`src/rtl/wbuf_pkg.sv`:
```
package wbuf_pkg;

    typedef enum logic [1:0] {
        WK_UNCACHED = 2'd0,
        WK_WTHRU    = 2'd1,
        WK_WB_MISS  = 2'd2,
        WK_WB_HIT   = 2'd3
    } wr_kind_e;

    typedef enum logic [1:0] {
        XS_IDLE  = 2'd0,
        XS_MAIN  = 2'd1,
        XS_EVICT = 2'd2
    } xfer_e;

endpackage

```
`src/rtl/wbuf_evict.sv`:
```
module wbuf_evict #(
    parameter int AW         = 16,
    parameter int DW         = 32,
    parameter int LINE_WORDS = 8
) (
    input  logic                           clk,
    input  logic                           rst_n,
    input  logic                           load,
    input  logic [AW-$clog2(LINE_WORDS)-1:0] line_addr,
    input  logic [LINE_WORDS*DW-1:0]       line_data,
    input  logic                           take,
    input  logic [AW-1:0]                  probe_addr,
    output logic                           full,
    output logic                           probe_hit,
    output logic [AW-1:0]                  beat_addr,
    output logic [DW-1:0]                  beat_data,
    output logic                           beat_last
);
    localparam int LB = $clog2(LINE_WORDS);
    localparam int LA = AW - LB;

    typedef struct packed {
        logic [LINE_WORDS-1:0][DW-1:0] words;
        logic [LA-1:0]                 line;
        logic [LB-1:0]                 cnt;
        logic                          full;
    } ev_t;

    ev_t q, d;

    always_comb begin
        d = q;
        if (take) begin
            d.cnt = q.cnt + 1'b1;
            if (q.cnt == LB'(LINE_WORDS - 1)) begin
                d.full = 1'b0;
                d.cnt  = '0;
            end
        end
        if (load) begin
            d.words = line_data;
            d.line  = line_addr;
            d.cnt   = '0;
            d.full  = 1'b1;
        end
    end

    always_ff @(posedge clk) begin
        if (!rst_n) q <= '0;
        else        q <= d;
    end

    assign full      = q.full;
    assign beat_addr = {q.line, q.cnt};
    assign beat_data = q.words[q.cnt];
    assign beat_last = (q.cnt == LB'(LINE_WORDS - 1));
    assign probe_hit = q.full && (probe_addr[AW-1:LB] == q.line);

endmodule

```
`src/rtl/wbuf_hazard.sv`:
```
module wbuf_hazard #(
    parameter int AW    = 16,
    parameter int SLOTS = 4,
    parameter int LW    = 4
) (
    input  logic [AW-1:0]                 rd_addr,
    input  logic [SLOTS-1:0][AW-1:0]      base,
    input  logic [SLOTS-1:0][LW-1:0]      len,
    input  logic [$clog2(SLOTS)-1:0]      ahead,
    input  logic [$clog2(SLOTS):0]        acnt,
    output logic                          hit
);
    localparam int SPW = $clog2(SLOTS);

    logic [SLOTS-1:0] slot_hit;

    for (genvar i = 0; i < SLOTS; i++) begin : g_slot
        logic [SPW-1:0] rel;
        logic [AW-1:0]  offs;
        assign rel  = SPW'(i) - ahead;
        assign offs = rd_addr - base[i];
        assign slot_hit[i] = ({1'b0, rel} < acnt) && (offs < AW'(len[i]));
    end

    assign hit = |slot_hit;

endmodule

```
`src/rtl/cpu_post_wbuf.sv`:
```
module cpu_post_wbuf
    import wbuf_pkg::*;
#(
    parameter int AW         = 16,
    parameter int DW         = 32,
    parameter int DWORDS     = 16,
    parameter int SLOTS      = 4,
    parameter int BURST_MAX  = 8,
    parameter int LINE_WORDS = 8
) (
    input  logic                             clk,
    input  logic                             rst_n,
    input  logic                             cpu_wr_valid,
    input  logic [1:0]                       cpu_wr_kind,
    input  logic [AW-1:0]                    cpu_wr_addr,
    input  logic [DW-1:0]                    cpu_wr_data,
    output logic                             cpu_wr_stall,
    input  logic                             cpu_rd_valid,
    input  logic [AW-1:0]                    cpu_rd_addr,
    output logic                             cpu_rd_stall,
    input  logic                             ev_valid,
    input  logic [AW-$clog2(LINE_WORDS)-1:0] ev_line_addr,
    input  logic [LINE_WORDS*DW-1:0]         ev_line_data,
    output logic                             ev_stall,
    input  logic                             drain_req,
    output logic                             drain_done,
    output logic                             bus_valid,
    output logic [AW-1:0]                    bus_addr,
    output logic [DW-1:0]                    bus_data,
    output logic                             bus_last,
    input  logic                             bus_ready
);
    localparam int DPW = $clog2(DWORDS);
    localparam int DCW = DPW + 1;
    localparam int SPW = $clog2(SLOTS);
    localparam int SCW = SPW + 1;
    localparam int LW  = $clog2(BURST_MAX + 1);

    typedef struct packed {
        logic [DWORDS-1:0][DW-1:0] data;
        logic [DPW-1:0]            wp;
        logic [DPW-1:0]            rp;
        logic [DCW-1:0]            dcnt;
        logic [SLOTS-1:0][AW-1:0]  base;
        logic [SLOTS-1:0][LW-1:0]  len;
        logic [SPW-1:0]            ahead;
        logic [SPW-1:0]            atail;
        logic [SCW-1:0]            acnt;
        logic [LW-1:0]             sent;
        xfer_e                     st;
        logic                      pend;
        logic                      done;
    } main_t;

    main_t q, d;

    logic           ev_full, ev_hit, ev_last, ev_load, ev_take, main_hit;
    logic [AW-1:0]  ev_addr;
    logic [DW-1:0]  ev_data;
    logic [SPW-1:0] tail;
    logic [AW-1:0]  tail_end;
    logic           buffered, dfull, can_join, can_new, push, main_beat, xfer;

    wbuf_evict #(.AW(AW), .DW(DW), .LINE_WORDS(LINE_WORDS)) u_evict (
        .clk(clk), .rst_n(rst_n), .load(ev_load), .line_addr(ev_line_addr),
        .line_data(ev_line_data), .take(ev_take), .probe_addr(cpu_rd_addr),
        .full(ev_full), .probe_hit(ev_hit), .beat_addr(ev_addr),
        .beat_data(ev_data), .beat_last(ev_last)
    );

    wbuf_hazard #(.AW(AW), .SLOTS(SLOTS), .LW(LW)) u_hazard (
        .rd_addr(cpu_rd_addr), .base(q.base), .len(q.len),
        .ahead(q.ahead), .acnt(q.acnt), .hit(main_hit)
    );

    // Bus presentation: a registered source choice, held for the whole burst
    assign bus_valid = (q.st != XS_IDLE);
    assign bus_addr  = (q.st == XS_EVICT) ? ev_addr : q.base[q.ahead] + AW'(q.sent);
    assign bus_data  = (q.st == XS_EVICT) ? ev_data : q.data[q.rp];
    assign bus_last  = (q.st == XS_EVICT) ? ev_last : ((q.sent + 1'b1) == q.len[q.ahead]);

    assign xfer      = bus_valid && bus_ready;
    assign main_beat = xfer && (q.st == XS_MAIN);
    assign ev_take   = xfer && (q.st == XS_EVICT);

    assign ev_stall     = ev_valid && (ev_full || q.pend);
    assign ev_load      = ev_valid && !ev_stall;
    assign cpu_rd_stall = cpu_rd_valid && (main_hit || ev_hit);
    assign drain_done   = q.done;

    always_comb begin
        tail     = q.atail - 1'b1;
        tail_end = q.base[tail] + AW'(q.len[tail]);
        buffered = cpu_wr_valid && (cpu_wr_kind != WK_WB_HIT);
        dfull    = (q.dcnt == DCW'(DWORDS));
        can_join = (q.acnt != '0)
                && !((q.acnt == SCW'(1)) && (q.st == XS_MAIN))
                && (cpu_wr_addr == tail_end)
                && (q.len[tail] != LW'(BURST_MAX))
                && !dfull;
        can_new  = (q.acnt != SCW'(SLOTS)) && !dfull;
        cpu_wr_stall = buffered && (q.pend || !(can_join || can_new));
        push     = buffered && !cpu_wr_stall;

        d      = q;
        d.done = 1'b0;

        if (main_beat) begin
            d.rp   = q.rp + 1'b1;
            d.sent = q.sent + 1'b1;
            if (bus_last) begin
                d.sent  = '0;
                d.ahead = q.ahead + 1'b1;
            end
        end

        if (push) begin
            d.data[q.wp] = cpu_wr_data;
            d.wp         = q.wp + 1'b1;
            if (can_join) begin
                d.len[tail] = q.len[tail] + 1'b1;
            end else begin
                d.base[q.atail] = cpu_wr_addr;
                d.len[q.atail]  = LW'(1);
                d.atail         = q.atail + 1'b1;
            end
        end

        d.dcnt = q.dcnt + DCW'(push) - DCW'(main_beat);
        d.acnt = q.acnt + SCW'(push && !can_join) - SCW'(main_beat && bus_last);

        unique case (q.st)
            XS_IDLE: begin
                if (ev_full)              d.st = XS_EVICT;
                else if (q.acnt != '0)    d.st = XS_MAIN;
            end
            default: begin
                if (xfer && bus_last)     d.st = XS_IDLE;
            end
        endcase

        if (q.pend && (q.dcnt == '0) && !ev_full) begin
            d.done = 1'b1;
            d.pend = 1'b0;
        end else if (drain_req) begin
            d.pend = 1'b1;
        end
    end

    always_ff @(posedge clk) begin
        if (!rst_n) q <= '0;
        else        q <= d;
    end

endmodule

```
`config.mk`:
```
export PLATFORM = sky130hd
export DESIGN_NAME = cpu_post_wbuf
export DESIGN_NICKNAME = d
export VERILOG_FILES = /design/src/rtl/wbuf_pkg.sv /design/src/rtl/wbuf_evict.sv /design/src/rtl/wbuf_hazard.sv /design/src/rtl/cpu_post_wbuf.sv
export SDC_FILE = /design/constraint.sdc
export NUM_CORES = 2
export LEC_CHECK = 0
export BUFFER_PORTS_ARGS = -buffer_cell sky130_fd_sc_hd__buf_4
export CAP_MARGIN = 5
export CORE_UTILIZATION = 60
export CTS_BUF_LIST = sky130_fd_sc_hd__clkbuf_16
export CTS_CLUSTER_DIAMETER = 100
export DETAILED_ROUTE_END_ITERATION = 8
export PLACE_DENSITY = 0.8
export SETUP_SLACK_MARGIN = 0.3
export SYNTH_ARGS = -nofsm -noshare
export SYNTH_HDL_FRONTEND = slang
export SYNTH_HIERARCHICAL = 1
export SYNTH_SLANG_ARGS = --single-unit
```
`constraint.sdc`:
```
create_clock -name clk -period 7.59 [get_ports clk]
set_input_delay 1.518 -clock clk [delete_from_list [all_inputs] [get_ports clk]]
set_output_delay 1.518 -clock clk [all_outputs]
set_load 0.02 [all_outputs]
```
==> impl_metrics.prom <==
# TYPE chip_impl_metric gauge
chip_impl_metric{name="postSynthCellCount",unit=""} 4271
chip_impl_info{name="grt_setup_unrepaired",value="false"} 1
chip_impl_metric{name="max_vdd_drop",unit="mV"} 0.237
chip_impl_metric{name="ys_types",unit=""} 85
chip_impl_metric{name="max_slew.worst_pin.slew",unit="ns"} 1.16
chip_impl_metric{name="finalSetupViolCount",unit=""} 0
chip_impl_info{name="critPathLaunch",value="cpu_rd_addr[0]"} 1
chip_impl_metric{name="detailed_place_hpwl",unit="µm"} 84000
chip_impl_metric{name="synth_fa_ha_area_share",unit="%"} 3.25
chip_impl_info{name="hp-start",value="q[291]"} 1
chip_impl_metric{name="wire_length_of_the_first_global_routing_pass",unit="µm"} 192000
chip_impl_metric{name="cts-htree-levels",unit=""} 3
chip_impl_info{name="path_common_cell",value="sky130_fd_sc_hd__or4_1"} 1
chip_impl_metric{name="synth-warning-count",unit=""} 6
chip_impl_metric{name="worstSkewPairLatency",unit="ns"} 0.66
chip_impl_metric{name="vias",unit=""} 33256
chip_impl_info{name="timing.hold.worst.class",value="reg2reg"} 1
chip_impl_metric{name="post_synthesis_share_of_cell_area_spent_on_and_or_nand_and_nor_gates",unit="%"} 13.2
chip_impl_info{name="mostFrequentLayoutCell",value="sky130_fd_sc_hd__dfxtp_1"} 1
chip_impl_metric{name="finClkSkew",unit="ns"} 0.0339
chip_impl_metric{name="worst-endpoint-arrival",unit="ns"} 5.68
chip_impl_metric{name="finalSetupTns",unit="ns"} 0
chip_impl_metric{name="gp_routability_congestion",unit=""} 0.981
chip_impl_metric{name="max-cap-violations",unit=""} 0
chip_impl_info{name="timing.critical_path.to_type",value="output port"} 1
chip_impl_metric{name="clock.fmax",unit="MHz"} 139
chip_impl_metric{name="path_clk_slew",unit="ns"} 0.06
chip_impl_metric{name="placement_rows",unit=""} 100
chip_impl_metric{name="synth_top_area_share",unit="%"} 39.1
chip_impl_metric{name="globalRouteOverflowTotal",unit=""} 0
chip_impl_info{name="critPathLaunchType",value="primary input"} 1
chip_impl_metric{name="final_critical_path_setup_slack",unit="ns"} 0.388
chip_impl_metric{name="numCtsBuffers",unit=""} 91
chip_impl_metric{name="use_met3",unit="%"} 4.06
chip_impl_metric{name="grt_start_max_net_pins",unit=""} 274
chip_impl_metric{name="synth_async_sr_flop_share",unit="%"} 0
chip_impl_metric{name="route.detailed.drc",unit=""} 0
chip_impl_metric{name="chipWidth",unit="µm"} 278
chip_impl_metric{name="required",unit="ns"} 6.07
chip_impl_metric{name="fin_crit_sh",unit="%"} 94.9
chip_impl_metric{name="via_count_of_the_first_global_routing_pass",unit=""} 32867
chip_impl_info{name="layout_common_cells",value="886 x sky130_fd_sc_hd__dfxtp_1, 856 x sky130_fd_sc_hd__mux2i_1, 701 x sky130_fd_sc_hd__nand2_1, 432 x sky130_fd_sc_hd__buf_4, 286 x sky130_fd_sc_hd__nor2b_1"} 1
chip_impl_info{name="timing.critical_path.cells",value="buf_4 > inv_1 > ha_1 > fa_1 > inv_1 > ha_1 > a21boi_1 > o21a_1 > o21ai_0 > o21ai_1 > a311o_1 > or4_1 > or4_1 > or4_1 > o2111ai_2 > o21a_1 > buf_4"} 1
chip_impl_metric{name="pre_cts_ws",unit="ns"} 0.405
chip_impl_metric{name="num-nets-final",unit=""} 4934
chip_impl_metric{name="starting_density",unit="%"} 61.0
chip_impl_metric{name="timing.critical_path.buf_inv",unit=""} 4
chip_impl_metric{name="post_drt_wl_per_cell",unit="µm"} 22.9
chip_impl_metric{name="ys_seq_area_share",unit="%"} 39.1
chip_impl_metric{name="postSynthAreaPerCell",unit="µm²"} 10.7
chip_impl_metric{name="cts.path.max_buffers",unit=""} 3
chip_impl_info{name="gr_busiest_metal",value="met2"} 1
chip_impl_metric{name="synth-edff-count",unit=""} 0
chip_impl_metric{name="critPathMaxStageDelay",unit="ns"} 0.53
chip_impl_metric{name="global_route.usage.met2",unit="%"} 54.3
chip_impl_metric{name="pin_count",unit=""} 396
chip_impl_metric{name="initial_antenna_violation_count",unit=""} 5
chip_impl_info{name="synth_top_family_by_area",value="multiplexers"} 1
chip_impl_metric{name="synth_compound_area_share",unit="%"} 4.18
chip_impl_metric{name="global_route.usage.total",unit="%"} 31.9
chip_impl_info{name="path_delay_family",value="simple AND/OR/NAND/NOR gates"} 1
chip_impl_metric{name="timing.final.max_slew_violations",unit=""} 0
chip_impl_metric{name="power.density",unit="nW/µm²"} 229
chip_impl_metric{name="via_per_inst",unit=""} 6.02
chip_impl_metric{name="groute.layer.met1.usage",unit="%"} 40.3
chip_impl_metric{name="final_layout_size_suffix_gt1_share",unit="%"} 20.8
chip_impl_info{name="critical-path-slowest-cell",value="sky130_fd_sc_hd__or4_1"} 1
chip_impl_info{name="run_status",value="finished clean"} 1
chip_impl_metric{name="ys_seq_elements",unit=""} 893
chip_impl_metric{name="critPathMaxFanout",unit=""} 4
chip_impl_metric{name="die_area",unit="µm²"} 77300
chip_impl_info{name="ys.flop_type",value="sky130_fd_sc_hd__dfxtp_1"} 1
chip_impl_info{name="synth.largest_area_cell",value="sky130_fd_sc_hd__dfxtp_1"} 1
chip_impl_metric{name="hold_viol",unit=""} 0
chip_impl_metric{name="drt-total-wl",unit="µm"} 126000
chip_impl_info{name="clk_root_buffer_cell",value="sky130_fd_sc_hd__clkbuf_16"} 1
chip_impl_metric{name="layout.core_utilization",unit="%"} 68.8
chip_impl_metric{name="area_growth",unit="%"} 12.8
chip_impl_info{name="critPathKind",value="in2out"} 1
chip_impl_metric{name="drt_iter0_markers",unit=""} 2592
chip_impl_metric{name="synth_mux_area_share",unit="%"} 33.7
chip_impl_info{name="ys_top_cells_by_area",value="sky130_fd_sc_hd__dfxtp_1 39%, sky130_fd_sc_hd__mux2i_1 19%, sky130_fd_sc_hd__mux4_2 13%"} 1
chip_impl_metric{name="slew-limit-headroom",unit="%"} 22.2
chip_impl_metric{name="postSynthNetCount",unit=""} 4727
chip_impl_metric{name="core_region_area",unit="µm²"} 74900
chip_impl_metric{name="floorplan.die.height",unit="µm"} 278
chip_impl_metric{name="port-buffer-count",unit=""} 395
chip_impl_metric{name="power.static_leakage",unit="nW"} 22.4
chip_impl_info{name="worst_r2r_startpoint",value="q[12]"} 1
chip_impl_info{name="cts_tree",value="yes"} 1
chip_impl_metric{name="timing.final.crit_period",unit="ns"} 7.20
chip_impl_metric{name="syn-cell-area",unit="µm²"} 45700
chip_impl_metric{name="synthXorXnorAreaFrac",unit="%"} 1.78
chip_impl_metric{name="detail-route-antenna-nets",unit=""} 0
chip_impl_metric{name="cts_num_sinks",unit=""} 893
chip_impl_metric{name="hold_buf_cts",unit=""} 0
chip_impl_metric{name="detailedRoute.firstPassIterationCount",unit=""} 7
==> through the flow <==
step | area [µm²] | hold slack (ns) | std cells | power [mW]
global placement | 48600 | 0.441 | 5353 | 7.49
floorplan | 45700 | 0.435 | 4271 | 6.80
CTS | 51500 | 0.458 | 5520 | 11.8
global route | 51500 | 0.470 | 5524 | 12.2
detailed placement | 48600 | 0.450 | 5353 | 7.53
finish | 51600 | 0.456 | 5526 | 11.8
==> report_power, final <==
group / switching (mW) / internal, mW
sequential: 0.208 / 4.90
combinational: 1.29 / 1.07
clock: 1.94 / 2.42
==> cells by family (layout without fill, tap and decap cells) <==
logic type | Yosys count | in the layout
DFF | 893 | 893
adders and majority gates | 114 | 114
muxes | 1188 | 1188
and+or+nand+nor | 1250 | 1250
buffers and inverters | 449 | 730
xor gates and xnor gates | 91 | 91
other | 0 | 5
AOI/OAI and AO/OA | 286 | 286
==> synthesized netlist by cell type (7+ instances only) <==
cell type / n
sky130_fd_sc_hd__inv_1: 123
sky130_fd_sc_hd__o21a_1: 26
sky130_fd_sc_hd__a31oi_1: 7
sky130_fd_sc_hd__buf_6: 29
sky130_fd_sc_hd__nor2b_1: 286
sky130_fd_sc_hd__mux4_2: 262
sky130_fd_sc_hd__buf_2: 43
sky130_fd_sc_hd__o21ai_0: 47
sky130_fd_sc_hd__a21boi_0: 7
sky130_fd_sc_hd__nor3_1: 16
sky130_fd_sc_hd__mux2_4: 30
sky130_fd_sc_hd__buf_4: 50
sky130_fd_sc_hd__buf_1: 18
sky130_fd_sc_hd__dfxtp_1: 893
sky130_fd_sc_hd__ha_1: 106
sky130_fd_sc_hd__nand2b_1: 20
sky130_fd_sc_hd__and3_1: 9
sky130_fd_sc_hd__nand3_1: 23
sky130_fd_sc_hd__o31a_1: 8
sky130_fd_sc_hd__fa_1: 8
sky130_fd_sc_hd__clkbuf_1: 180
sky130_fd_sc_hd__nand4_4: 8
sky130_fd_sc_hd__nand2_1: 701
sky130_fd_sc_hd__mux2_2: 38
sky130_fd_sc_hd__o2bb2ai_1: 8
sky130_fd_sc_hd__or3_1: 7
sky130_fd_sc_hd__nand4_1: 23
sky130_fd_sc_hd__and2_1: 8
sky130_fd_sc_hd__a22oi_1: 7
sky130_fd_sc_hd__a21o_1: 12
sky130_fd_sc_hd__nand4_2: 8
sky130_fd_sc_hd__nor4_1: 11
sky130_fd_sc_hd__o21ai_1: 9
sky130_fd_sc_hd__xnor2_1: 56
sky130_fd_sc_hd__mux2i_1: 856
sky130_fd_sc_hd__nor2_1: 95
sky130_fd_sc_hd__xor2_1: 33
sky130_fd_sc_hd__or4_1: 13
sky130_fd_sc_hd__a21oi_1: 78
==> state kept, by name (all words and copies together) (netlist names) <==
name	count
u_evict/beat_addr	16
u_evict/q	256
q	619
u_evict/full	1
drain_done	1
==> cell type report <==
class	instances	area, µm²
diodes	5	12.5
flip-flops and latches	893	17900
fillers	5606	23400
inverters	124	465
clock inverters	75	582
clock buffers	92	2300
multi-input cells	2929	25700
well taps	969	1210
repair buffers	439	3380
==> worst reg2reg max path, cell delays in order, from the launching register on <==
cell and delay, ns:
sky130_fd_sc_hd__dfxtp_1 0.38, sky130_fd_sc_hd__inv_1 0.08, sky130_fd_sc_hd__ha_1 0.60, sky130_fd_sc_hd__buf_4 0.33
sky130_fd_sc_hd__mux4_2 0.44, sky130_fd_sc_hd__ha_1 0.41, sky130_fd_sc_hd__nand2_1 0.09, sky130_fd_sc_hd__o21ai_1 0.46
sky130_fd_sc_hd__nand2_1 0.16, sky130_fd_sc_hd__xor2_1 0.22, sky130_fd_sc_hd__a221oi_1 0.37, sky130_fd_sc_hd__and4b_1 0.48
sky130_fd_sc_hd__a21bo_1 0.22, sky130_fd_sc_hd__buf_4 0.40, sky130_fd_sc_hd__nand4_4 0.82, sky130_fd_sc_hd__buf_4 0.56
sky130_fd_sc_hd__mux2i_1 0.15
==> per-layer routing <==
metal	wire, µm	part of all wire, %
met1	51300	41
met5	0	0
met4	6240	4.9
met2	62200	49
met3	6610	5.2
==> repair_timing <==
| item | CTS | global route |
|---|---|---|
| gates resized for setup | 0 | 1 |
| setup buffers | 0 | 1 |
| setup endpoints to repair | 0 | 1 |
==> final timing paths <==
kind,endpoint,slack [ns],cells after the start
max,cpu_rd_stall,0.39,17
min reg2reg,q[291],0.46,2
max reg2reg,q[427],1.27,16
min,q[291],0.46,2
No activity file was read; power rests on OpenSTA's default activity.
